## config.mk

```make
export PLATFORM = sky130hd
export DESIGN_NAME = tbx_target_dec
export DESIGN_NICKNAME = d
export VERILOG_FILES = /design/src/rtl/tbx_target_dec.sv
export SDC_FILE = /design/constraint.sdc
export NUM_CORES = 1
export LEC_CHECK = 0
export ABC_AREA = 1
export CORE_ASPECT_RATIO = 1.1
export CORE_MARGIN = 5
export CORE_UTILIZATION = 34
export DETAILED_ROUTE_END_ITERATION = 10
export PLACE_DENSITY_LB_ADDON = 0.05
export SLEW_MARGIN = 15
export SYNTH_ARGS = -nofsm -noshare
export SYNTH_HDL_FRONTEND = slang
export SYNTH_SLANG_ARGS = --single-unit
```

## constraint.sdc

```tcl
create_clock -name clk -period 1.65 [get_ports clk]
set_input_delay 0.33 -clock clk [delete_from_list [all_inputs] [get_ports clk]]
set_output_delay 0.33 -clock clk [all_outputs]
set_load 0.05 [all_outputs]
```

## src/rtl/tbx_target_dec.sv

```systemverilog
module tbx_target_dec #(
  parameter int NCORES    = 8,
  parameter bit BUS_ONLY  = 1'b0,
  parameter int OFF_W     = 6,
  parameter int CTRL_OFF  = 'h27,
  parameter int MOVE_OFF  = 'h17,
  parameter int STATE_W   = 3,
  parameter int RUN_STATE = 2,
  parameter int TB_REG    = 'h4A3
) (
  input  logic                 clk,
  input  logic                 rst_n,
  input  logic                 wr_en,
  input  logic [OFF_W-1:0]     wr_off,
  input  logic [63:0]          wr_data,
  input  logic [STATE_W-1:0]   ctl_state,
  input  logic [NCORES-1:0]    core_ready,
  input  logic [NCORES*20-1:0] core_base,
  input  logic [NCORES-1:0]    sent_ack,
  output logic [NCORES-1:0]    sent,
  output logic                 err_target,
  output logic                 err_unimpl,
  output logic                 err_reject,
  output logic                 err_notready
);
  localparam int IDX_W  = (NCORES > 1) ? $clog2(NCORES) : 1;
  localparam int PAGE_W = 20;

  logic ctrl_wr, move_wr, bus_mode;
  logic [PAGE_W-1:0] page;
  logic [11:0] reg_f;
  logic [4:0]  cid;

  assign ctrl_wr  = wr_en && (wr_off == OFF_W'(CTRL_OFF));
  assign move_wr  = wr_en && (wr_off == OFF_W'(MOVE_OFF));
  assign bus_mode = wr_data[28];
  assign page     = wr_data[63:44];
  assign reg_f    = wr_data[43:32];
  assign cid      = wr_data[36:32];

  wire unused_bits = ^{wr_data[31:29], wr_data[27:0]};

  logic [NCORES-1:0] page_hit;
  for (genvar g = 0; g < NCORES; g++) begin : g_hit
    assign page_hit[g] = (core_base[g*PAGE_W +: PAGE_W] == page);
  end

  logic             hit_any;
  logic [IDX_W-1:0] hit_idx;
  always_comb begin
    hit_any = 1'b0;
    hit_idx = '0;
    for (int i = NCORES - 1; i >= 0; i--) begin
      if (page_hit[i]) begin
        hit_any = 1'b1;
        hit_idx = IDX_W'(i);
      end
    end
  end

  logic             id_ok, dec_valid, dec_unimpl;
  logic [IDX_W-1:0] dec_idx;
  assign id_ok = ({27'd0, cid} < 32'(NCORES));

  always_comb begin
    dec_valid  = 1'b0;
    dec_unimpl = 1'b0;
    dec_idx    = '0;
    if (bus_mode) begin
      dec_valid = (reg_f == 12'(TB_REG)) && hit_any;
      dec_idx   = hit_idx;
    end else if (BUS_ONLY) begin
      dec_unimpl = 1'b1;
    end else begin
      dec_valid = id_ok;
      dec_idx   = IDX_W'(cid);
    end
  end

  logic             tgt_valid;
  logic [IDX_W-1:0] tgt_idx;
  logic [NCORES-1:0] tgt_sel;
  always_comb begin
    for (int i = 0; i < NCORES; i++)
      tgt_sel[i] = tgt_valid && (tgt_idx == IDX_W'(i));
  end

  logic legal, rdy;
  logic [NCORES-1:0] set_vec;
  assign legal   = move_wr && (ctl_state == STATE_W'(RUN_STATE)) && wr_data[63] && tgt_valid;
  assign rdy     = |(core_ready & tgt_sel);
  assign set_vec = (legal && rdy) ? tgt_sel : '0;

  always_ff @(posedge clk) begin
    if (!rst_n) begin
      tgt_valid    <= 1'b0;
      tgt_idx      <= '0;
      sent         <= '0;
      err_target   <= 1'b0;
      err_unimpl   <= 1'b0;
      err_reject   <= 1'b0;
      err_notready <= 1'b0;
    end else begin
      if (ctrl_wr) begin
        tgt_valid <= dec_valid;
        tgt_idx   <= dec_idx;
      end
      sent         <= (sent & ~sent_ack) | set_vec;
      err_target   <= ctrl_wr && !dec_valid;
      err_unimpl   <= ctrl_wr && dec_unimpl;
      err_reject   <= move_wr && !legal;
      err_notready <= legal && !rdy;
    end
  end
endmodule


```

==> key figures, run 1 <==
CTS
  • CTS tree: yes
  • TritonCTS Buffers: 3
  • Htree depth: 1
  • Worst-Skew Late Latency: 0.25 ns
  • Clock Sinks: 15
  • Clk slew on worst S/H paths: 0.06 ns
  • CTS root buffer: clkbuf_8
  • CTS Hold Bufs: 0
  • CTS Buffer Depth: 2

Global routing
  • First-pass GRT wire length: 21400 um
  • Vias in the first global route: 4612
  • Largest net degree at the start of global routing: 12
  • GRT Util Overall: 21.80%
  • Grt ovf: 0
  • Initial antenna violation count: 6

Pwr
  • Leak pwr: 0.003647 uW
  • Max VDD drop: 269.9 uV
  • Power Total: 1988 uW
  • Pwr dens: 297.2 mW/mm2

Route
  • Residual DRC count: 0
  • First DRT Iteration DRCs: 114
  • Antenna Violating Nets Remaining: 0
  • DR vias: 4480
  • Via density: 4.647
  • Initial DRT Pass Iterations: 5
  • Drt total wl: 14230 um
  • Per-cell routed wire length: 14.76 um

STA
  • Minimum clock period: 1.601 ns
  • Endpoints failing hold: 0
  • Final Setup Violations: 0
  • Hold_ws: 0.4698 ns
  • Final Max Tran Viols: 0
  • Fin crit share: 97.05%
  • Fin Clk Skew: 0.002824 ns
  • Fmax: 0.6245 GHz
  • RSZ-0062 raised after global routing: yes

Synth
  • Post-Synth XOR/XNOR Area: 26.74%
  • Synth warnings: 0
  • FFs w/ async S/R, synth: 0%
  • Syn Inst Count: 568
  • Largest family of logic cells by synthesized area: simple AND/OR/NAND/NOR gates
  • EDFF count, synth: 0
  • Post-synthesis simple-gate area fraction: 43.93%
  • Synth Area in Compound Gates: 4.775%
  • Mapped Nets: 820
  • Main synth FF type: dfxtp_1
  • Post-Synth Adder-Cell Area: 0%
  • Fraction of the yosys area taken by sequential cells: 9.167%
  • Seq cells post-synth: 15
  • Post-Syn Area: 0.003276 mm2
  • Mux share of post-synthesis cell area: 0%
  • Netlist cell types: 32
  • Syn_area_per_cell: 5.767 um2

Die
  • Starting Density: 34.86%
  • Row Count: 37
  • Boundary pin count: 264
  • Width of the chip: 103.6 um
  • Core Region: 0.009398 mm2
  • Area of the die: 0.01170 mm2
  • Die Height: 112.9 um

Critical path
  • Reg2Reg Launch Point: tgt_valid
  • Data required, critical path: 1.77 ns
  • Worst setup path category: in2reg
  • Worst Path Max Fanout: 3
  • Reg2reg path depth: 6
  • FF-to-FF setup slack: 0.12 ns
  • Setup crit end: err_target
  • Crit start category: primary input
  • CP Data Arrival Time: 1.72 ns
  • Critical path endpoint category: flip-flop
  • Crit path from: core_base[65]
  • Reg-to-reg endpoint: sent[5]

Placement
  • GP Congestion: 0.8668
  • IO Port Bufs: 231
  • Hpwl dp: 11710 um

Layout
  • Share of layout cells above drive strength 1: 25.21%
  • Synth-to-Final Area Change: 104.2%
  • Final Net Count: 1094

Worst hold path
  • Hold crit path type: reg2reg

Run
  • Max Cap Violations: 0

Outcome
  • Outcome: completed
[synthesized netlist by cell type (2+ instances only)]
library cell / count / share of area (%)
a21oi_1: 20 / 3.1
a22oi_1: 2 / 0.46
and2_1: 2 / 0.38
buf_4: 11 / 2.5
buf_6: 11 / 3.8
dfxtp_1: 15 / 9.2
inv_1: 69 / 7.9
inv_2: 6 / 0.69
nand2_1: 176 / 20
nand3_1: 21 / 3.2
nand4_1: 21 / 4.0
nor2_1: 51 / 5.8
nor3_1: 12 / 1.8
nor3b_1: 3 / 0.69
nor4_1: 5 / 0.95
o21ai_0: 4 / 0.61
or2_0: 7 / 1.3
or2_1: 2 / 0.38
or2_2: 19 / 3.6
xnor2_1: 67 / 18
xor2_1: 33 / 8.8
[flip-flops by register name, summed over array words and instances (netlist names)]
signal	cells
err_reject	1
tgt_valid	1
sent	8
err_target	1
tgt_idx	3
err_notready	1
[stage by stage]
stage	setup WS [ns]	instances	utilization [%]	setup TNS, ns	area, um2
global route	-0.07392	964	71.18	-0.1832	6689
CTS	-0.01773	953	65.46	-0.01773	6152
floorplan	0.1489	568	-	0	3276
finish	0.04867	964	71.18	0	6689
detailed placement	-0.7222	940	62.28	-7.012	5853
global placement	-0.6670	940	62.28	-6.568	5853
[where the power goes]
group | total, uW | switching (uW) | internal [uW]
combinational | 1330 | 553 | 774
sequential | 364 | 0.994 | 363
clock | 297 | 126 | 171
total | 1990 | 680 | 1310
[cell usage in the layout (no fill, tap or decap), drive strengths merged]
cell type / count
nand2: 177
buf: 83
inv: 75
clkdlybuf4s50: 74
dlymetal6s2s: 69
xnor2: 67
nor2: 52
dlygate4sd2: 51
xor2: 33
or2: 28
nand4: 21
a21oi: 21
nand3: 21
dfxtp: 15
clkbuf: 13
nor3: 13
diode: 6
clkdlybuf4s15: 6
o21ai: 5
nor4: 5
nor3b: 3
and2: 2
a22oi: 2
and3: 1
a211oi: 1
or4: 1
nor4b: 1
conb: 1
[area by class of cell]
cell class                      count  area, um2
Timing Repair Buffer              292       2873
Inverter                           75      286.5
Clock buffer                        4      45.04
Tap cell                          117      146.4
Antenna cell                        6      15.01
Sequential cell                    15      302.8
Multi-Input combinational cell    455       3020
Fill cell                         790       2709
[worst max-delay path, cell delays in order]
cell and delay (ns):
clkdlybuf4s50_1 0.48, xnor2_1 0.12, nand4_1 0.16, nor2_2 0.17, nand3_4 0.11, nand2_4 0.09, nor2_4 0.04, nand2_1 0.06
nand2_1 0.06, nand2_1 0.07, nor2_1 0.04
[cell families after synthesis]
family / Yosys count
simple gates: 325
flops: 15
compound gates: 29
xor+xnor: 100
other cells: 1
buf+inv: 98
[how the worst min path moves through the flow]
stage,from,slack [ns],to,cells after the start
2_1_floorplan,rst_n,0.46,err_notready,2
3_3_place_gp,sent[5],0.45,sent[5],2
3_5_place_dp,sent[2],0.46,sent[2],2
4_1_cts,sent[7],0.47,sent[7],2
5_1_grt,sent[7],0.50,sent[7],2
6_report,sent[2],0.47,sent[2],2
[routing by layer]
layer	share of wire, %	vias up	global-route usage, %
met3	6.2	20	4.906
met4	1.8	0	7.262
li1	-	2288	-
met2	56	155	42.98
met1	36	2017	22.35
met5	0	-	0
[repair_timing]
item                                    in CTS  in global routing
pin swaps                                   83                123
endpoints found under the setup margin      13                 14
cloned                                       2                  0
setup buffers                                7                  5
gates resized for setup                    167                182
Note: power is estimated with default switching activity, not from simulation.
==> run 2: changes to the inputs <==
CTS_BUF_LIST = sky130_fd_sc_hd__clkbuf_4   (was not set)
==> key figures, run 2 (synthesized netlist as in run 1, its figures left out) <==
Route
  • Per-cell routed wire length: 14.72 um (was 14.76 um)
  • DR vias: 4505 (was 4480)
  • Residual DRC count: 0 (unchanged)
  • First DRT Iteration DRCs: 112 (was 114)
  • Antenna Violating Nets Remaining: 0 (unchanged)
  • Drt total wl: 14170 um (was 14230 um)
  • Via density: 4.678 (was 4.647)
  • Initial DRT Pass Iterations: 6 (was 5)

Global routing
  • Vias in the first global route: 4630 (was 4612)
  • Initial antenna violation count: 5 (was 6)
  • First-pass GRT wire length: 21250 um (was 21400 um)
  • Grt ovf: 0 (unchanged)
  • Largest net degree at the start of global routing: 12 (unchanged)
  • GRT Util Overall: 21.70% (was 21.80%)

CTS
  • Htree depth: 1 (unchanged)
  • CTS tree: yes (unchanged)
  • CTS Hold Bufs: 0 (unchanged)
  • Clock Sinks: 15 (unchanged)
  • Worst-Skew Late Latency: 0.29 ns (was 0.25 ns)
  • TritonCTS Buffers: 3 (unchanged)
  • CTS Buffer Depth: 2 (unchanged)
  • CTS root buffer: clkbuf_4 (was clkbuf_8)
  • Clk slew on worst S/H paths: 0.09 ns (was 0.06 ns)

STA
  • Setup_tns: 0 ns (unchanged)
  • Fin Clk Skew: 0.001566 ns (was 0.002824 ns)
  • Endpoints failing hold: 0 (unchanged)
  • Final Max Tran Viols: 0 (unchanged)
  • RSZ-0062 raised after global routing: yes (unchanged)
  • Minimum clock period: 1.582 ns (was 1.601 ns)
  • Final WS setup: 0.06761 ns (was 0.04867 ns)
  • Fin crit share: 95.90% (was 97.05%)
  • Fmax: 0.6320 GHz (was 0.6245 GHz)
  • Final Setup Violations: 0 (unchanged)

Critical path
  • CP Data Arrival Time: 1.76 ns (was 1.72 ns)
  • FF-to-FF setup slack: 0.14 ns (was 0.12 ns)
  • CP top delay family: simple AND/OR/NAND/NOR gates (unchanged)
  • Buffers plus inverters on the worst setup path: 1 (unchanged)
  • Crit start category: primary input (unchanged)
  • Reg-to-reg endpoint: sent[5] (unchanged)
  • Slowest-stage cell, CP: clkdlybuf4s50_1 (unchanged)
  • Data required, critical path: 1.83 ns (was 1.77 ns)
  • Delay of the slowest critical-path stage: 0.48 ns (about the same)
  • Reg2reg path depth: 6 (unchanged)
  • Critical path endpoint category: flip-flop (unchanged)
  • Critical Path Most Common Cell: nand2_1 (unchanged)
  • Worst setup path category: in2reg (unchanged)
  • Worst Path Max Fanout: 2 (was 3)
  • Reg2Reg Launch Point: tgt_valid (unchanged)
  • Crit-path cells: clkdlybuf4s50_1 -> or2_2 -> nand4_1 -> nor3_4 -> nand3_4 -> nand2_4 -> nor2_4 -> nand2_1 -> nand2_1 -> nand2_1 -> nor2_1 (was clkdlybuf4s50_1 -> xnor2_1 -> nand4_1 -> nor2_2 -> nand3_4 -> nand2_4 -> nor2_4 -> nand2_1 -> nand2_1 -> nand2_1 -> nor2_1)

Die
  • Starting Density: 34.86% (unchanged)
  • Area of the die: 0.01170 mm2 (unchanged)
  • Boundary pin count: 264 (unchanged)
  • Width of the chip: 103.6 um (unchanged)
  • Row Count: 37 (unchanged)
  • Core Region: 0.009398 mm2 (unchanged)
  • Die Height: 112.9 um (unchanged)

Layout
  • Filler cell count: 777 (was 790)
  • Most common cell after layout, fill and taps aside: nand2_1 (unchanged)
  • Largest regs: sent (8), tgt_idx (3) (unchanged)
  • Final instance area: 0.006686 mm2 (was 0.006689 mm2)
  • Final Util: 71.15% (was 71.18%)
  • Fin cells: 963 (was 964)
  • Biggest register: sent (unchanged)
  • Share of layout cells above drive strength 1: 25.33% (was 25.21%)
  • Max reg flops: 8 (unchanged)
  • Commonest cells after routing, fill and taps aside: nand2_1 (169), clkdlybuf4s50_1 (94), dlymetal6s2s_1 (85), inv_1 (65), buf_4 (51) (was nand2_1 (168), clkdlybuf4s50_1 (74), dlymetal6s2s_1 (69), inv_1 (68), dlygate4sd2_1 (51))
  • Synth-to-Final Area Change: 104.1% (was 104.2%)
  • Final Net Count: 1094 (unchanged)

Worst hold path
  • Min-Delay Path Depth: 2 (unchanged)
  • Hold crit path type: reg2reg (unchanged)
  • Worst hold endpoint: sent[3] (was sent[2])
  • Hold_sp: sent[3] (was sent[2])

Placement
  • Hpwl dp: 11710 um (unchanged)
  • DP Area: 0.005853 mm2 (unchanged)
  • Pre-CTS setup slack: -0.7222 ns (unchanged)
  • IO Port Bufs: 231 (unchanged)
  • GP Congestion: 0.8668 (unchanged)
  • # placed instances: 940 (unchanged)

Pwr
  • Leak pwr: 0.003728 uW (was 0.003647 uW)
  • Max VDD drop: 258.1 uV (was 269.9 uV)
  • Pwr dens: 288.6 mW/mm2 (was 297.2 mW/mm2)

Run
  • Max Cap Violations: 0 (unchanged)

Outcome
  • Outcome: completed (unchanged)
==> run 2: final cells by class <==
type / instances / area, um2 / area share, %
inverter: 75 / 281.5 / 4.210
clock buffer: 4 / 30.03 / 0.4491
sequential: 15 / 305.3 / 4.566
timing repair buffer: 292 / 2915 / 43.60
tap: 117 / 146.4 / 2.189
multi-input combinational: 455 / 2995 / 44.80
antenna: 5 / 12.51 / 0.1871
==> run 2: worst max-delay path by stage <==
stage | start | end | slack (ns) | cells after the start
detailed placement | wr_data[62] | err_target | -0.72 | 12
floorplan | wr_data[57] | err_target | 0.15 | 12
global route | wr_data[51] | tgt_idx[0] | -0.03 | 15
global placement | wr_data[60] | err_target | -0.67 | 12
finish | core_base[35] | err_target | 0.07 | 11
CTS | core_base[37] | err_target | -0.006 | 11
==> run 2: metrics by stage <==
step                total power, uW  hold slack [ns]
floorplan                     887.6           0.4635
global placement               1561           0.4540
detailed placement             1582           0.4640
CTS                            1858           0.4770
global route                   2057           0.5014
finish                         1930           0.4738
==> run 2: routing by layer <==
layer  up-vias  global-route usage [%]  part of all wire, %
met5         -                       0                    0
met4         0                   8.661                  2.9
met3        31                   4.906                  6.3
met2       171                   42.35                   55
met1      2021                   22.02                   36
li1       2282                       -                    -
==> run 2: what timing repair did <==
action | in CTS | in global routing
pin swaps | 56 | 120
endpoints found under the hold margin | 0 | 0
gates cloned | 2 | 0
gates resized for setup | 102 | 201
endpoints found under the setup margin | 12 | 14
buffers inserted | 4 | 8
==> run 2: where the power goes <==
part           switching (uW)  leakage [uW]  internal, uW
registers               0.982      0.000122           361
clock network             126     0.0000184           111
logic                     548       0.00359           783
==> run 2: worst register-to-register path, stage by stage, from the launching register on <==
cell and delay [ns]:
dfxtp_1 0.35, inv_1 0.06, or4_4 0.54, nor2_2 0.12, and2_4 0.19, nand2_1 0.06, a21oi_1 0.12
==> run 3: changes to the inputs <==
CELL_PAD_IN_SITES_DETAIL_PLACEMENT = 1   (was not set)
CELL_PAD_IN_SITES_GLOBAL_PLACEMENT = 1   (was not set)
CORE_MARGIN = 10   (was 5)
CORE_UTILIZATION = 21   (was 34)
GPL_TIMING_DRIVEN = 1   (was not set)
==> key figures, run 3 (synthesized netlist as in run 1, its figures left out) <==
Outcome
  • Outcome: complete, but fails checks (was completed)
  • Failing checks: setup timing

Placement
  • Pre-CTS setup slack: -0.8600 ns (was -0.7222 ns)
  • DP Area: 0.006057 mm2 (was 0.005853 mm2)
  • IO Port Bufs: 231 (unchanged)
  • Hpwl dp: 15270 um (was 11710 um)
  • GP Congestion: 0.7867 (was 0.8668)

Die
  • Boundary pin count: 264 (unchanged)
  • Core Region: 0.01517 mm2 (was 0.009398 mm2)
  • Width of the chip: 139.1 um (was 103.6 um)
  • Area of the die: 0.02100 mm2 (was 0.01170 mm2)
  • Row Count: 47 (was 37)
  • Die Height: 151.0 um (was 112.9 um)
  • Starting Density: 21.59% (was 34.86%)

Layout
  • Final Util: 44.71% (was 71.15%)
  • Share of layout cells above drive strength 1: 28.14% (was 25.33%)
  • Final Net Count: 1106 (was 1094)
  • Final instance area: 0.006783 mm2 (was 0.006686 mm2)
  • Synth-to-Final Area Change: 107.1% (was 104.1%)
  • Most common cell after layout, fill and taps aside: nand2_1 (unchanged)
  • Commonest cells after routing, fill and taps aside: nand2_1 (159), clkdlybuf4s50_1 (96), buf_4 (71), inv_1 (67), dlymetal6s2s_1 (61) (was nand2_1 (169), clkdlybuf4s50_1 (94), dlymetal6s2s_1 (85), inv_1 (65), buf_4 (51))
  • Max reg flops: 8 (unchanged)
  • Biggest register: sent (unchanged)
  • Largest regs: sent (8), tgt_idx (3) (unchanged)

Pwr
  • Clock power share: 12.1% (was 12.3%)
  • P_sw: 665.6 uW (was 675.2 uW)
  • P_int: 1243 uW (was 1255 uW)
  • Comb power frac: 68.9% (was 69.0%)
  • Sequential power share: 19.0% (was 18.8%)
  • Switching Share: 34.87% (was 34.99%)
  • Max VDD drop: 158.1 uV (was 258.1 uV)
  • Leak pwr: 0.003549 uW (was 0.003728 uW)
  • Pwr dens: 281.4 mW/mm2 (was 288.6 mW/mm2)

STA
  • Fin Clk Skew: 0.01022 ns (was 0.001566 ns)
  • Fmax: 0.6055 GHz (was 0.6320 GHz)
  • Minimum clock period: 1.652 ns (was 1.582 ns)
  • Final Max Tran Viols: 0 (unchanged)
  • Final WS setup: -0.001648 ns (was 0.06761 ns)
  • Final Setup Violations: 1 (was 0)
  • RSZ-0062 raised after global routing: yes (unchanged)
  • Endpoints failing hold: 0 (unchanged)
  • Fin crit share: 100.1% (was 95.90%)

Critical path
  • CP Data Arrival Time: 1.85 ns (was 1.76 ns)
  • Slowest-stage cell, CP: clkdlybuf4s50_1 (unchanged)
  • CP top delay family: simple AND/OR/NAND/NOR gates (unchanged)
  • Data required, critical path: 1.85 ns (was 1.83 ns)
  • Worst Path Max Fanout: 3 (was 2)
  • Crit-path cells: clkdlybuf4s50_1 -> xnor2_2 -> nand3_2 -> nor2_4 -> nand3_4 -> nand2_2 -> nand2_1 -> nand2_2 -> nand2_1 -> nand2_1 -> nand2_1 -> a21oi_1 (was clkdlybuf4s50_1 -> or2_2 -> nand4_1 -> nor3_4 -> nand3_4 -> nand2_4 -> nor2_4 -> nand2_1 -> nand2_1 -> nand2_1 -> nor2_1)
  • Worst setup path category: in2reg (unchanged)
  • Critical path endpoint category: flip-flop (unchanged)
  • Buffers plus inverters on the worst setup path: 1 (unchanged)
  • Critical Path Most Common Cell: nand2_1 (unchanged)
  • Crit start category: primary input (unchanged)
  • Delay of the slowest critical-path stage: 0.51 ns (was 0.48 ns)

CTS
  • TritonCTS Buffers: 3 (unchanged)
  • CTS tree: yes (unchanged)
  • CTS Buffer Depth: 2 (unchanged)
  • Clk slew on worst S/H paths: 0.10 ns (was 0.09 ns)
  • Htree depth: 1 (unchanged)
  • Clock Sinks: 15 (unchanged)
  • Worst-Skew Late Latency: 0.29 ns (about the same)
  • CTS root buffer: clkbuf_4 (unchanged)

Worst hold path
  • Hold crit path type: reg2reg (unchanged)

Route
  • Per-cell routed wire length: 16.44 um (was 14.72 um)
  • Residual DRC count: 0 (unchanged)
  • DR vias: 4498 (was 4505)
  • Via density: 4.276 (was 4.678)
  • Initial DRT Pass Iterations: 4 (was 6)
  • Antenna Violating Nets Remaining: 0 (unchanged)
  • First DRT Iteration DRCs: 70 (was 112)
  • Drt total wl: 17300 um (was 14170 um)

Global routing
  • Most Used Layer, Global Route: met2 (unchanged)
  • Routing usage on met1: 16.38% (was 22.02%)
  • Met3 global-route usage: 3.007% (was 4.906%)
  • GRT Util Overall: 15.34% (was 21.70%)
  • Vias in the first global route: 5115 (was 4630)
  • First-pass GRT wire length: 26530 um (was 21250 um)
  • Grt ovf: 0 (unchanged)
  • Initial antenna violation count: 3 (was 5)
  • Largest net degree at the start of global routing: 9 (was 12)
  • Met2 Use GR: 31.08% (was 42.35%)

Run
  • Max Cap Violations: 0 (unchanged)
-- run 3: changes by cell type in the layout (fill, tap and decap cells not counted), sizes merged --
| cell | change |
|---|---|
| clkbuf | -7 |
| diode | -2 |
| clkdlybuf4s15 | +4 |
| clkdlybuf4s50 | +2 |
| dlygate4sd2 | +21 |
| buf | +16 |
| dlymetal6s2s | -24 |
-- run 3: per-stage QoR --
step | setup TNS, ns | hold WS, ns | cells | total power, uW
2_1_floorplan | 0 | 0.4635 | 568 | 887.6
3_3_place_gp | -9.237 | 0.4524 | 1033 | 1596
3_5_place_dp | -9.872 | 0.4579 | 1033 | 1628
4_1_cts | 0 | 0.4734 | 1044 | 1903
5_1_grt | -0.1217 | 0.4977 | 1050 | 2068
6_report | -0.001648 | 0.4735 | 1052 | 1909
-- run 3: layout make-up --
type	count	area, um2
diodes	3	7.507
clock buffers	4	30.03
fillers	1967	8389
inverters	75	284.0
multi-input cells	455	2983
flip-flops and latches	15	306.5
well taps	196	245.2
repair buffers	304	2927
-- run 3: worst paths after layout --
check                           slack, ns  cells past startpoint      startpoint         end
worst max-delay path               -0.002                     12  core_base[102]  tgt_idx[0]
worst min-delay path                 0.47                      2         sent[3]     sent[3]
worst max register to register       0.13                      6       tgt_valid     sent[0]
worst min register to register       0.47                      2         sent[3]     sent[3]
-- run 3: worst register-to-register path, stage by stage (launching register included) --
cell and delay [ns]:
dfxtp_2 0.35, inv_1 0.06, or4_4 0.54, nor2_2 0.15
and2_4 0.20, nand2_1 0.07, a21oi_2 0.11
-- run 3: per-layer routing --
metal	wire (um)	vias up	part of all wire [%]
li1	-	2314	-
met1	6705	2047	39
met2	9667	125	56
met3	784	10	4.5
met4	126	2	0.73
met5	13	-	0.075
-- run 3: power by group through the flow --
stage | clock [uW] | sequential (uW) | combinational, uW
floorplan | 0 | 372 | 515
finish | 232 | 362 | 1320
global route | 264 | 362 | 1440
detailed placement | 0 | 372 | 1260
global placement | 0 | 372 | 1220
CTS | 245 | 364 | 1290
-- run 3: repair_timing --
action	in CTS	in global routing
pin swaps	84	96
resized for setup	169	151
endpoints found under the setup margin	15	14
buffers inserted	7	7
hold buffers	0	0
